--- src/rtl/strobe_counter_pkg.sv ---
`timescale 1ns/1ps
package strobe_counter_pkg;

  localparam int unsigned NUM_TAPS = 3;

  // Count value watched by each strobe, by tap index.
  function automatic int unsigned tap_value(input int unsigned idx);
    case (idx)
      0:       return 2;
      1:       return 3;
      default: return 5;
    endcase
  endfunction

  // A tap exists only if its value can be held by the counter.
  function automatic bit tap_fits(input int unsigned idx, input int unsigned width);
    return tap_value(idx) < (32'd1 << width);
  endfunction

endpackage

--- src/rtl/sc_fall_counter.sv ---
`timescale 1ns/1ps
module sc_fall_counter #(
  parameter int unsigned W = 3
) (
  input  logic         clk,
  input  logic         rst,
  output logic [W-1:0] cnt
);

  localparam logic [W-1:0] STEP = W'(1);

  // State moves on the back edge of the clock, as a master-slave stage would.
  always_ff @(negedge clk or posedge rst) begin
    if (rst) cnt <= '0;
    else     cnt <= cnt + STEP;
  end

endmodule

--- src/rtl/sc_value_match.sv ---
`timescale 1ns/1ps
module sc_value_match #(
  parameter int unsigned W     = 3,
  parameter int unsigned VALUE = 0
) (
  input  logic [W-1:0] cnt,
  output logic         hit
);

  localparam logic [W-1:0] TARGET = W'(VALUE);

  always_comb hit = (cnt == TARGET);

endmodule

--- src/rtl/sc_phase_gate.sv ---
`timescale 1ns/1ps
module sc_phase_gate #(
  parameter int unsigned N = 3
) (
  input  logic         clk,
  input  logic         rst,
  input  logic [N-1:0] hit,
  output logic [N-1:0] strb
);

  logic open_phase;

  // Pass the decodes only in the low half of the clock, and never during reset.
  always_comb open_phase = ~clk & ~rst;
  always_comb strb       = hit & {N{open_phase}};

endmodule

--- src/rtl/strobe_counter.sv ---
`timescale 1ns/1ps
module strobe_counter
  import strobe_counter_pkg::*;
#(
  parameter int unsigned CNT_W = 3
) (
  input  logic             clk,
  input  logic             rst,
  output logic [CNT_W-1:0] count_o,
  output logic             strb_two_o,
  output logic             strb_three_o,
  output logic             strb_five_o,
  output logic             quarter_clk_o
);

  localparam int unsigned QUARTER_VALUE = 3;

  logic [CNT_W-1:0]    cnt_q;
  logic [NUM_TAPS-1:0] tap_hit;
  logic [NUM_TAPS-1:0] tap_strb;

  sc_fall_counter #(.W(CNT_W)) counter_i (
    .clk (clk),
    .rst (rst),
    .cnt (cnt_q)
  );

  for (genvar t = 0; t < NUM_TAPS; t++) begin : g_tap
    if (tap_fits(t, CNT_W)) begin : g_live
      sc_value_match #(.W(CNT_W), .VALUE(tap_value(t))) match_i (
        .cnt (cnt_q),
        .hit (tap_hit[t])
      );
    end else begin : g_absent
      assign tap_hit[t] = 1'b0;
    end
  end

  sc_phase_gate #(.N(NUM_TAPS)) gate_i (
    .clk  (clk),
    .rst  (rst),
    .hit  (tap_hit),
    .strb (tap_strb)
  );

  if (CNT_W == 2) begin : g_quarter
    sc_value_match #(.W(CNT_W), .VALUE(QUARTER_VALUE)) quarter_i (
      .cnt (cnt_q),
      .hit (quarter_clk_o)
    );
  end else begin : g_no_quarter
    assign quarter_clk_o = 1'b0;
  end

  assign count_o      = cnt_q;
  assign strb_two_o   = tap_strb[0];
  assign strb_three_o = tap_strb[1];
  assign strb_five_o  = tap_strb[2];

endmodule

--- config.mk ---
export PLATFORM = sky130hd
export DESIGN_NAME = strobe_counter
export DESIGN_NICKNAME = d
export VERILOG_FILES = /design/src/rtl/strobe_counter_pkg.sv /design/src/rtl/sc_fall_counter.sv /design/src/rtl/sc_value_match.sv /design/src/rtl/sc_phase_gate.sv /design/src/rtl/strobe_counter.sv
export SDC_FILE = /design/constraint.sdc
export NUM_CORES = 1
export LEC_CHECK = 0
export ABC_AREA = 0
export BUFFER_PORTS_ARGS = -buffer_cell sky130_fd_sc_hd__clkbuf_2
export CORE_AREA = 2 2 39 41
export CTS_BUF_LIST = sky130_fd_sc_hd__clkbuf_8 sky130_fd_sc_hd__clkbuf_16
export DETAILED_ROUTE_END_ITERATION = 10
export DIE_AREA = 0 0 41 43
export PLACE_DENSITY_LB_ADDON = 0.12
export REMOVE_ABC_BUFFERS = 1
export SYNTH_ARGS = -nofsm -noshare
export SYNTH_HDL_FRONTEND = slang
export SYNTH_SLANG_ARGS = --single-unit
--- constraint.sdc ---
create_clock -name clk -period 1.1 [get_ports clk]
set_clock_uncertainty 0.05 [all_clocks]
set_input_delay 0.11 -clock clk [delete_from_list [all_inputs] [get_ports clk]]
set_output_delay 0.11 -clock clk [all_outputs]
set_load 0.03 [all_outputs]
=== After elaboration in Yosys (flattened, before gate mapping) ===
Cells that the tools add are included.

* Register bits after elaboration: 3
* Input bits: 2

* Add/subtract/negate cells: 1
* Equality and inequality tests: 3
* Bitwise gates (word level): 4

{| class="wikitable"
|+ Operators with widths
! cell !! number
|-
| equality test 3 x 2 -> 1 bit (second input constant) || 2
|-
| adder 3 x 1 -> 3 bit (second input constant) || 1
|-
| bitwise AND 3 bit || 1
|-
| equality test 3 bit (second input constant) || 1
|-
| NOT 1 bit || 2
|-
| bitwise AND 1 bit || 1
|}

=== Longest topological paths before layout ===
* Depth after elaboration: 3
* Mapped depth: 3
* Mapped depth without buffers: 3

=== By module ===
From an unflattened synthesis, not the netlist that was laid out.

* Cells, all modules: 15
* Area total of the unflattened synthesis: 167.7 um^2

{| class="wikitable"
|+ By module, submodules not included
! module !! instances !! cells an instance !! area each (um^2) !! sequential area each (um^2)
|-
| sc_fall_counter || 1 || 7 || 103.8 || 75.1
|-
| sc_phase_gate || 1 || 3 || 22.5 || 0.0
|-
| sc_value_match (g_tap[1].g_live.match_i ...) || 2 || 1 || 8.8 || 0.0
|-
| sc_value_match (g_tap[0].g_live.match_i) || 1 || 1 || 12.5 || 0.0
|-
| strobe_counter || 1 || 2 || 11.3 || 0.0
|}

==> key figures <==
Run status
  • Run status: finished with violations
  • Violations in the final reports: setup timing

Global route
  • Global-route wire length before repair: 903 um
  • Largest net degree at the start of global routing: 5
  • Vias in the first global route: 249
  • GRT Util Overall: 11.4%
  • Initial antenna violation count: 0
  • Remaining global-route overflow: 0

Synthesis
  • Ranking of synthesized cells by area: dfrtn_1 39%, ha_1 26%, inv_1 12%
  • Synthesized area: 194 um2
  • Sequential fraction of the synthesis area: 38.7%
  • Post-synth top area cell: dfrtn_1
  • Synth Register Bits: 3
  • Top-area cell type share of the netlist area: 38.7%
  • Cells after Synth: 18
  • Avg Synthesized Cell Area: 10.8 um2
  • Warnings, synthesis: 0
  • Synth cell types: 8

Cells and area
  • Commonest non-fill, non-tap cell in the layout: clkbuf_8
  • Nets: 45
  • Largest Register: counter_i.cnt
  • Commonest non-fill, non-tap cells in the layout: 10 x clkbuf_8, 7 x inv_1, 5 x buf_4, 3 x dfrtn_1
  • Post-route cell area: 493 um2
  • Fillers: 139
  • Non-filler cells, final: 55
  • Share of layout cells above drive strength 1: 66.7%
  • Area Growth Syn to Fin: 154%
  • Ant. Diodes: 0
  • Max FFs per register: 3
  • Biggest regs: counter_i.cnt (3)

Drt
  • Routed vias: 192
  • Residual DRC count: 0
  • Initial DRC Count: 0
  • Vias per inst: 3.49
  • Total Wirelength: 555 um
  • Pre-antenna DRT Iters: 1
  • WL per Instance: 10.1 um
  • Post-route ant nets: 0

Worst setup path
  • Crit path DAT: 2.05 ns
  • Critical path type: register to output pin
  • Nature of the critical path endpoint: output pin
  • CP Launch Type: register
  • Max incr delay on CP: 0.49 ns
  • Crit-path cells: buf_4 -> ha_1 -> and4bb_2 -> buf_8
  • CP max-delay cell: dfrtn_1
  • Crit-path max FO: 4
  • Req. time, crit path: 0.94 ns

Pwr
  • Power Total: 0.907 mW
  • Seq pwr share: 12.3%
  • VDD IR-drop max: 1.25 mV
  • Power Dens Cells: 1840 nW/um2
  • P_sw: 0.223 mW
  • Combinational power share: 1.3%
  • Sw Ratio: 24.6%
  • Internal power: 0.684 mW
  • Clock power share: 86.4%
  • Leakage: 0.249 nW

Place
  • HPWL Detailed: 314 um
  • PortBufs: 7
  • Placed Instances: 42
  • Post-place setup slack: -0.754 ns
  • Area after DPL: 256 um2
  • GP Congestion: 0.647

Floorplanning
  • Die Area: 1760 um2
  • Ports: 9
  • Initial Util: 14.0%
  • Die span in x: 41 um
  • Core Area: 1380 um2
  • Die Y-Extent: 43 um
  • Cell Rows: 14

Timing
  • Final hold violation count: 0
  • RSZ-0062 raised after global routing: true
  • Setup ws final: -1.11 ns
  • Max-slew violations: 0
  • Final Hold Slack: 0.0813 ns
  • Setup Viol. Count Final: 11

Clocking
  • Worst-path clk slew: 0.03 ns
  • Worst skew pair latency: 0.36 ns
  • CTS tree: built

Min path
  • Hold Path Class: input pin to async pin

Job
  • Max-Cap Viols: 0
power by group through the flow:
| stage | clock network [mW] | registers, mW | logic (mW) |
|---|---|---|---|
| after global placement | 0.00983 | 0.113 | 0.0102 |
| after global routing | 0.842 | 0.112 | 0.0131 |
| after floorplan | 0.00988 | 0.113 | 0.00633 |
| after detailed placement | 0.00983 | 0.113 | 0.0103 |
| final | 0.784 | 0.112 | 0.0120 |
| after CTS | 0.782 | 0.112 | 0.0106 |
synthesized netlist by cell type, drive strengths merged:
master	number
and4bb	1
nor3b	1
nor4b	1
dfrtn	3
inv	6
conb	1
buf	1
ha	4
path summary, 6_finish.rpt:
path / slack, ns / endpoint / from / depth (start not counted)
max: -1.11 / strb_five_o / counter_i.cnt[0]$_DFF_NP0_ / 4
min: 0.08 / counter_i.cnt[0]$_DFF_NP0_ / rst / 2
max reg2reg: 0.02 / counter_i.cnt[1]$_DFF_NP0_ / counter_i.cnt[0]$_DFF_NP0_ / 3
min reg2reg: 0.37 / counter_i.cnt[0]$_DFF_NP0_ / counter_i.cnt[0]$_DFF_NP0_ / 1
max in group asynchronous: 0.75 / counter_i.cnt[2]$_DFF_NP0_ / rst / 2
min in group clk: 0.37 / counter_i.cnt[0]$_DFF_NP0_ / counter_i.cnt[0]$_DFF_NP0_ / 1
metal layers:
layer	GRT usage [%]	wire, um	vias up
met5	0	0	-
met4	21.3	0	0
met3	21.5	51	0
met2	8.13	305	11
met1	4.82	199	88
li1	-	-	93
worst max-delay path, delay by kind of cell (launching register included):
kind / cells / cell delay, ns
and+or+nand+nor: 1 / 0.25
DFF: 1 / 0.49
adders and majority gates: 1 / 0.14
buffers and inverters: 2 / 0.26
cells by family (layout without fill, tap and decap cells):
kind of cell	Yosys count	in the layout	share of synthesized area [%]
simple gates	3	3	18.1
buf+inv	7	28	15.5
fa+ha+maj	4	4	25.8
flops	3	3	38.7
other cells	1	1	1.93
metrics by stage:
| stage | utilization [%] | setup TNS (ns) |
|---|---|---|
| 2_1_floorplan | - | -3.76 |
| 3_3_place_gp | 18.5 | -3.02 |
| 3_5_place_dp | 18.5 | -3.08 |
| 4_1_cts | 30.0 | -5.18 |
| 5_1_grt | 35.6 | -5.83 |
| 6_report | 35.6 | -5.48 |
cell type report:
class	count	area (um2)	area share (%)
inverter	6	22.5	4.57
multi-input combinational	8	134	27.2
sequential	3	75.1	15.2
tap	16	20.0	4.06
clock buffer	10	133	26.9
timing repair buffer	10	100	20.3
clock inverter	2	8.76	1.78
what timing repair did:
action,4_1_cts,5_1_grt
hold buffers,0,0
gates cloned,0,0
buffers inserted,2,4
gates resized for setup,13,10
pin swaps,1,2
setup endpoints to repair,11,12
Power figures use the tool's default switching activity.
